==> src/rtl/frame_tx_pkg.sv <==
package frame_tx_pkg;
  localparam int WORD_W = 32;
  localparam int CNT_W  = $clog2(WORD_W + 1);

  // element length in bits for a length select code
  function automatic logic [CNT_W-1:0] elem_len(input logic [2:0] sel);
    case (sel)
      3'd0:    elem_len = CNT_W'(8);
      3'd1:    elem_len = CNT_W'(12);
      3'd2:    elem_len = CNT_W'(16);
      3'd3:    elem_len = CNT_W'(20);
      3'd4:    elem_len = CNT_W'(24);
      default: elem_len = CNT_W'(WORD_W);
    endcase
  endfunction

  // put the first bit to send at the top of the word
  function automatic logic [WORD_W-1:0] stage_word(input logic [WORD_W-1:0] w,
                                                   input logic [2:0] sel,
                                                   input logic rev);
    logic [CNT_W-1:0]  n;
    logic [WORD_W-1:0] r;
    n = elem_len(sel);
    r = '0;
    if (rev && (n == CNT_W'(WORD_W))) begin
      for (int i = 0; i < WORD_W; i++) r[i] = w[WORD_W-1-i];
    end else begin
      r = w << (WORD_W - int'(n));
    end
    return r;
  endfunction
endpackage

==> src/rtl/ftx_hold.sv <==
module ftx_hold
  import frame_tx_pkg::*;
(
  input  logic              clk,
  input  logic              rst_n,
  input  logic              wr_en,
  input  logic [WORD_W-1:0] wr_data,
  input  logic              take,
  output logic              full,
  output logic [WORD_W-1:0] word,
  output logic              wr_acc
);
  assign wr_acc = wr_en && !full;

  always_ff @(posedge clk or negedge rst_n) begin
    if (!rst_n) begin
      full <= 1'b0;
      word <= '0;
    end else if (wr_acc) begin
      full <= 1'b1;
      word <= wr_data;
    end else if (take) begin
      full <= 1'b0;
    end
  end

  a_r5_write_fills: assert property (@(posedge clk) disable iff (!rst_n)
    wr_acc |=> full);
  a_r5_copy_frees: assert property (@(posedge clk) disable iff (!rst_n)
    (take && full) |=> !full);
  a_r5_full_blocks_write: assert property (@(posedge clk) disable iff (!rst_n)
    (full && wr_en) |=> $stable(word));
endmodule

==> src/rtl/ftx_sync.sv <==
module ftx_sync (
  input  logic clk,
  input  logic rst_n,
  input  logic tick,
  input  logic cfg_fs_int,
  input  logic cfg_fs_copy,
  input  logic cfg_fs_low,
  input  logic gen_fs,
  input  logic fs_in,
  input  logic hold_full,
  input  logic slot_free,
  output logic frame_ev,
  output logic fs_out,
  output logic fs_oe
);
  logic fs_in_act;
  logic req;
  logic fs_act_q;

  assign fs_in_act = fs_in ^ cfg_fs_low;

  always_comb begin
    if (!cfg_fs_int)     req = fs_in_act;
    else if (cfg_fs_copy) req = hold_full;
    else                 req = gen_fs;
  end

  assign frame_ev = tick && slot_free && req;

  always_ff @(posedge clk or negedge rst_n) begin
    if (!rst_n)    fs_act_q <= 1'b0;
    else if (tick) fs_act_q <= cfg_fs_int && (cfg_fs_copy ? (slot_free && hold_full) : gen_fs);
  end

  assign fs_out = fs_act_q ^ cfg_fs_low;
  assign fs_oe  = cfg_fs_int;

  a_r4_copy_sync_drives: assert property (@(posedge clk) disable iff (!rst_n)
    (frame_ev && cfg_fs_int && cfg_fs_copy) |=> (fs_out != cfg_fs_low));
  a_r9_sync_waits_tick: assert property (@(posedge clk) disable iff (!rst_n)
    !tick |=> $stable(fs_act_q));
endmodule

==> src/rtl/ftx_shift.sv <==
module ftx_shift
  import frame_tx_pkg::*;
(
  input  logic              clk,
  input  logic              rst_n,
  input  logic              tick,
  input  logic              load,
  input  logic [WORD_W-1:0] load_word,
  input  logic [CNT_W-1:0]  load_len,
  output logic              slot_free,
  output logic              dout
);
  logic [WORD_W-1:0] sh_q;
  logic [CNT_W-1:0]  cnt_q;
  logic              dout_q;

  assign slot_free = (cnt_q <= CNT_W'(1));
  assign dout      = dout_q;

  always_ff @(posedge clk or negedge rst_n) begin
    if (!rst_n) begin
      sh_q   <= '0;
      cnt_q  <= '0;
      dout_q <= 1'b0;
    end else if (tick) begin
      if (cnt_q != '0) dout_q <= sh_q[WORD_W-1];
      if (load) begin
        sh_q  <= load_word;
        cnt_q <= load_len;
      end else if (cnt_q != '0) begin
        sh_q  <= sh_q << 1;
        cnt_q <= cnt_q - 1'b1;
      end
    end
  end

  a_r9_quiet_off_tick: assert property (@(posedge clk) disable iff (!rst_n)
    !tick |=> $stable(dout));
  a_r11_no_mid_word_load: assert property (@(posedge clk) disable iff (!rst_n)
    load |-> (cnt_q <= CNT_W'(1)));
  a_r2_len_legal: assert property (@(posedge clk) disable iff (!rst_n)
    load |-> (load_len >= CNT_W'(8)));
endmodule

==> src/rtl/frame_tx.sv <==
module frame_tx
  import frame_tx_pkg::*;
(
  input  logic              clk,
  input  logic              rst_n,
  input  logic [2:0]        cfg_len,
  input  logic              cfg_rev,
  input  logic              cfg_fs_int,
  input  logic              cfg_fs_copy,
  input  logic              cfg_fs_low,
  input  logic              cfg_clk_fall,
  input  logic              wr_en,
  input  logic [WORD_W-1:0] wr_data,
  output logic              wr_ready,
  input  logic              bclk_rise,
  input  logic              bclk_fall,
  input  logic              gen_fs,
  input  logic              fs_in,
  output logic              fs_out,
  output logic              fs_oe,
  output logic              dout,
  output logic              underrun
);
  logic              tick;
  logic              hold_full;
  logic [WORD_W-1:0] hold_word;
  logic              wr_acc;
  logic              slot_free;
  logic              frame_ev;
  logic              load_new;
  logic              starve_ev;
  logic [WORD_W-1:0] staged;
  logic              underrun_q;

  assign tick      = cfg_clk_fall ? bclk_fall : bclk_rise;
  assign load_new  = frame_ev && hold_full;
  assign starve_ev = frame_ev && !hold_full;
  assign staged    = stage_word(hold_word, cfg_len, cfg_rev);
  assign wr_ready  = !hold_full;
  assign underrun  = underrun_q;

  ftx_hold u_hold (
    .clk(clk), .rst_n(rst_n), .wr_en(wr_en), .wr_data(wr_data),
    .take(load_new), .full(hold_full), .word(hold_word), .wr_acc(wr_acc)
  );

  ftx_sync u_sync (
    .clk(clk), .rst_n(rst_n), .tick(tick), .cfg_fs_int(cfg_fs_int),
    .cfg_fs_copy(cfg_fs_copy), .cfg_fs_low(cfg_fs_low), .gen_fs(gen_fs),
    .fs_in(fs_in), .hold_full(hold_full), .slot_free(slot_free),
    .frame_ev(frame_ev), .fs_out(fs_out), .fs_oe(fs_oe)
  );

  ftx_shift u_shift (
    .clk(clk), .rst_n(rst_n), .tick(tick), .load(frame_ev),
    .load_word(staged), .load_len(elem_len(cfg_len)),
    .slot_free(slot_free), .dout(dout)
  );

  always_ff @(posedge clk or negedge rst_n) begin
    if (!rst_n)         underrun_q <= 1'b0;
    else if (wr_acc)    underrun_q <= 1'b0;
    else if (starve_ev) underrun_q <= 1'b1;
  end

  a_r10_starve_flags: assert property (@(posedge clk) disable iff (!rst_n)
    starve_ev |=> underrun);
  a_r10_write_clears: assert property (@(posedge clk) disable iff (!rst_n)
    (wr_en && wr_ready) |=> !underrun);
  a_r5_ready_back: assert property (@(posedge clk) disable iff (!rst_n)
    load_new |=> wr_ready);
endmodule

==> config.mk <==
export PLATFORM = sky130hd
export DESIGN_NAME = frame_tx
export DESIGN_NICKNAME = d
export VERILOG_FILES = /design/src/rtl/frame_tx_pkg.sv /design/src/rtl/ftx_hold.sv /design/src/rtl/ftx_sync.sv /design/src/rtl/ftx_shift.sv /design/src/rtl/frame_tx.sv
export SDC_FILE = /design/constraint.sdc
export NUM_CORES = 1
export LEC_CHECK = 0
export ABC_AREA = 1
export BUFFER_PORTS_ARGS = -buffer_cell sky130_fd_sc_hd__buf_2
export CORE_MARGIN = 5
export CORE_UTILIZATION = 30
export CTS_CLUSTER_DIAMETER = 100
export DETAILED_ROUTE_END_ITERATION = 6
export SLEW_MARGIN = 20
export SYNTH_ARGS = -nofsm -noshare
export SYNTH_HDL_FRONTEND = slang
export SYNTH_SLANG_ARGS = --single-unit
==> constraint.sdc <==
create_clock -name clk -period 1.9 [get_ports clk]
set_clock_uncertainty 0.05 [all_clocks]
set_input_delay 0.19 -clock clk [delete_from_list [all_inputs] [get_ports clk]]
set_output_delay 0.19 -clock clk [all_outputs]
set_load 0.01 [all_outputs]
Word level (Yosys, flattened, before mapping):

Index checks and enable logic that the tools add are counted.

* output and inout bits: 5
* input port bits: 47
* logic and storage cells: 48
* register bits: 74

* equality and inequality tests: 5
* add/subtract/negate cells: 2
* shifts and indexed selects: 1
* magnitude comparators: 1
* bitwise operators: 2
* mux-type cells: 14
* reduce and logical (&&, ||, !) cells: 16

Operator list (count)
* 2-to-1 mux 32 bit: 3
* << shifter 32 x 32 -> 32 bit: 1
* case mux 6 bit (5 select lines): 1
* 2-to-1 mux 6 bit: 2
* logical AND 1 bit: 8
* 2-to-1 mux 1 bit: 8
* subtractor 6 x 6 -> 7 bit, first input constant: 1
* equality test 3 x 2 -> 1 bit, second input constant: 2
* equality test 6 bit, second input constant: 1
* less-or-equal comparator 6 x 1 -> 1 bit, second input constant: 1
* nonzero test 2 bit: 3
* nonzero test 6 bit: 1
* subtractor 6 x 1 -> 6 bit, second input constant: 1
* AND reduction 2 bit: 2
* equality test 3 x 1 -> 1 bit, second input constant: 1
* equality test 3 bit, second input constant: 1
* zero test 3 bit: 1
* XOR 1 bit: 2
* zero test 1 bit: 1

Logic depth before layout (Yosys ltp):

* depth after elaboration: 6
* mapped depth: 12
* gate-level depth less buffers: 11

Hierarchy:

Synthesis repeated with hierarchy kept, for this count alone.

* cells, all modules: 753
* area, all modules: 5119.9 µm²

By module, submodules not included
* ftx_shift: seq. area each 975.9 µm², cells each 274, instances 1, area an instance 2245.9 µm²
* ftx_hold: seq. area each 825.8 µm², cells each 143, instances 1, area an instance 1371.3 µm²
* frame_tx: seq. area each 25.0 µm², cells each 310, instances 1, area an instance 1370.1 µm²
* ftx_sync: seq. area each 25.0 µm², cells each 26, instances 1, area an instance 132.6 µm²

Worst setup path after synthesis:

Ideal clock, no wire load.

* path type: flip-flop to flip-flop
* start point: reg u_shift.cnt_q[0]
* end point: reg u_shift.sh_q[13]
* stages on the path, launching flop included: 12
* path buffers: 2
* library setup time: 0.120 ns
* arrival: 1.447 ns
* setup slack: 0.283 ns
* clock period less this slack: 1.617 ns
* cells stage by stage: dfrtp_1 inv_1 ha_1 o21ai_2 nor2_1 nand2_1 buf_6 inv_2 buf_6 nand2_1 o21ai_1 nand2_1

* word-level cells in the longest chain between the ends: 5
* elaborated cells on any way between the ends: 7
* those cells by class: 1 x order compare; 1 x mux; 5 x reduce/logical

RTL lines
* start, declared: line ftx_shift.sv:14 `logic [CNT_W-1:0] cnt_q;`
* start signal, assigned: line ftx_shift.sv:29 `cnt_q <= load_len;`
* start signal, assigned: line ftx_shift.sv:32 `cnt_q <= cnt_q - 1'b1;`
* less-or-equal comparator 6 x 1 -> 1 bit: line ftx_shift.sv:17 `assign slot_free = (cnt_q <= CNT_W'(1));`
* logical AND 1 bit (2 in series): line ftx_sync.sv:28 `assign frame_ev = tick && slot_free && req;`
* nonzero test 2 bit (no source line)
* AND reduction 2 bit (no source line)
* end signal, assigned: line ftx_shift.sv:28 `sh_q <= load_word;`
* end signal, assigned: line ftx_shift.sv:31 `sh_q <= sh_q << 1;`
* end, declared: line ftx_shift.sv:13 `logic [WORD_W-1:0] sh_q;`

Several ways; a longest one is shown, not always the timed one.
A chain may end at the register's enable or synchronous reset.

Worst setup path in the final report:

* start point: reg u_shift.cnt_q[2]
* end point: reg u_shift.sh_q[18]

Same word-level chain as after synthesis.

==> metrics.txt <==
placed instance count 980; Min Clock Period, post-route 1.77 ns; first-pass GRT wire length 24200 um; initial antenna violation count 0; Hold Slack 0.00880 ns; CP Cell Sequence inv_2, nand2_1, nor2_4, o21ai_2, nor2_1, nand2_2, buf_12, nand2_2, buf_6, nor2_1, a21oi_1; final instance area 0.00600 mm^2; multi-input gate area in the final layout 0.00262 mm^2; sequential area share after synthesis 37.6%; WP depth 11; maximum VDD drop 491 uV; peak fanout along the critical path 17; clock network power share 20.8%; Ant. Diodes 0; combinational power share 41.1%; Critical Path Start Type register; wire length per cell 14.4 um; cell family contributing the most delay on the critical path simple AND/OR/NAND/NOR gates; crit share post-route 93.4%; core box area 0.0160 mm^2; Initial Utilization 30.8%; Worst slew margin 70.6%; switching power 3220 uW; Final HPWL DP 10700 um; slowest cell on the critical path dfrtp_1; vias after detailed routing 4894; min-delay src wr_data[25]; CTS tree done; port bufs 51; Reg2Reg Depth 11; area of the die 0.0191 mm^2; Finished Layout Cells 1023; hold depth 3; sequential power share 38.1%; Post-route DRC 0; Sequential Area 0.00185 mm^2; Die Width 138 um; RSZ-0062 raised after global routing yes; Rows 46; Max Cap Violations 0; die height 138 um; vias per cell 4.78; worst-margin pin slew 0.441 ns; Avg Inst Size Synth 6.72 um^2; CP Capture Type register; Setup-failing EPs final 0; worst path required time 2.11 ns; synthesized net count 783; critical path startpoint u_shift.cnt_q[2]; hold crit path type input pin to register; P_int 4440 uW; H-tree levels 3; CTS Sinks 74; nets 852; final wirelength 14800 um; Arr. time, crit path 1.99 ns; CP Class register to register; status finished, final reports clean; first drt pass iteration count 5; Buf/Inv on CP 3; Layout Area Growth over Synthesis 21.7%; Worst R2R Start u_shift.cnt_q[2]; PwrDens 1280 mW/mm^2; GRT overflow 0; Synth Register Bits 74; clock root buffer clkbuf_16; post-synthesis cell count 733; leakage power 0.00307 uW; largest net degree at the start of global routing 55; FMAX 563 MHz; share of cells above drive strength 1 17.6%; Antenna Violating Nets Remaining 0; clk slew on worst S/H paths 0.06 ns; crit-path max cell delay 0.40 ns; yosys warns 0; Yosys cell types 30; CTS Buf Count 9; clock buffer depth 2; Tot GR Track Use 15.5%; vias in the first global route 4675; I/O pins 52; Final Hold Fails 0; Placement Cell Area 0.00543 mm^2; worst skew pair latency 0.34 ns; final slew viol count 0; DRT iter0 DRCs 479; placer congestion estimate 0.966; Cell Area, Synth 0.00493 mm^2; Tot Pwr 7660 uW; switch share 42.1%; FILL cells 1744; setup TNS 0 ns
## per-layer routing
| metal | track usage, % | share of wire, % | up-vias |
|---|---|---|---|
| met2 | 23.0 | 44 | 176 |
| li1 | - | - | 2454 |
| met5 | 0 | 0 | - |
| met3 | 3.52 | 5.1 | 29 |
| met4 | 5.67 | 3.0 | 0 |
| met1 | 22.1 | 48 | 2235 |
## logic make-up after synthesis
logic type      count (synthesis)  synth area share (%)
compound gates                103                  11.9
xor+xnor                        4                 0.711
fa+ha+maj                       3                 0.762
buf+inv                        91                  9.47
flops                          74                  37.6
simple gates                  458                  39.6
## sequential cells by signal, indices dropped and copies added (netlist names)
register	flops
u_hold.full	1
u_hold.word	32
u_shift.cnt_q	6
u_shift.dout	1
u_shift.sh_q	32
u_sync.fs_act_q	1
underrun	1
## cell usage after synthesis
cell type,instances,area [um^2]
nand3_2,1,10.0
o21ai_1,14,70.1
clkbuf_1,6,22.5
clkinv_1,1,3.75
nor2_4,3,33.8
o21ai_0,55,275
o21ai_2,2,17.5
inv_1,36,135
o21a_1,1,7.51
nand2_4,11,124
nor2_1,56,210
a21oi_1,8,40.0
xor2_1,3,26.3
nand2_2,8,50.1
ha_1,3,37.5
a21oi_2,9,78.8
nand2_1,311,1170
nand2_8,1,20.0
buf_4,8,60.1
o22ai_1,7,43.8
buf_12,1,20.0
nand3_1,67,335
buf_6,7,78.8
inv_2,11,41.3
a21o_1,1,7.51
a211oi_1,2,15.0
buf_2,21,105
xnor2_1,1,8.76
o211ai_1,4,30.0
dfrtp_1,74,1850
## path summary, 6_finish.rpt
kind | end | slack, ns
setup reg to reg | u_shift.sh_q[18] | 0.13
max in group asynchronous | u_shift.dout | 0.95
hold / removal | u_hold.word[25] | 0.009
min in group asynchronous | u_hold.word[8] | 0.28
setup / recovery | u_shift.sh_q[18] | 0.13
hold reg to reg | u_shift.dout | 0.42
## worst reg2reg max path, cell delays in order (launching register included)
cell and delay, ns:
dfrtp_1 0.40, inv_2 0.08, nand2_1 0.08, nor2_4 0.12, o21ai_2 0.07, nor2_1 0.11, nand2_2 0.09, buf_12 0.16
nand2_2 0.14, buf_6 0.21, nor2_1 0.06, a21oi_1 0.13
## layout by cell type (no fill, tap or decap), drive strengths merged
master	n
a211oi	2
a21o	1
a21oi	17
buf	75
clkbuf	13
clkinv	5
clkinvlp	2
dfrtp	74
dlygate4sd3	24
ha	3
inv	46
nand2	331
nand3	68
nor2	59
o211ai	4
o21a	1
o21ai	71
o22ai	7
xnor2	1
xor2	3
## layout make-up
cell class              count  area share (%)
well taps                 216            4.51
flip-flops and latches     74            30.9
repair buffers            100            13.2
clock inverters             4           0.459
multi-input cells         568            43.6
inverters                  48            3.07
repair inverters            1           0.125
clock buffers              12            4.11
## power by group through the flow
stage | Clock [uW] | Sequential [uW] | Combinational (uW)
floorplan | 0 | 2700 | 2270
global placement | 0 | 2920 | 3050
detailed placement | 0 | 2920 | 3080
CTS | 1640 | 2910 | 3130
global route | 1690 | 3000 | 3620
finish | 1600 | 2920 | 3150
## stage by stage
step / util (%) / worst slack (ns)
2_1_floorplan: - / 0.283
3_3_place_gp: 33.9 / 0.102
3_5_place_dp: 33.9 / 0.0762
4_1_cts: 37.1 / 0.0522
5_1_grt: 37.5 / -0.00687
6_report: 37.5 / 0.125
## what timing repair did
| action | 4_1_cts | 5_1_grt |
|---|---|---|
| endpoints found under the hold margin | 54 | 0 |
| setup buffers | 0 | 1 |
| gates resized for setup | 0 | 7 |
| endpoints found under the setup margin | 0 | 15 |
| hold buffers | 24 | 0 |
Note: power is estimated with default switching activity, not from simulation.
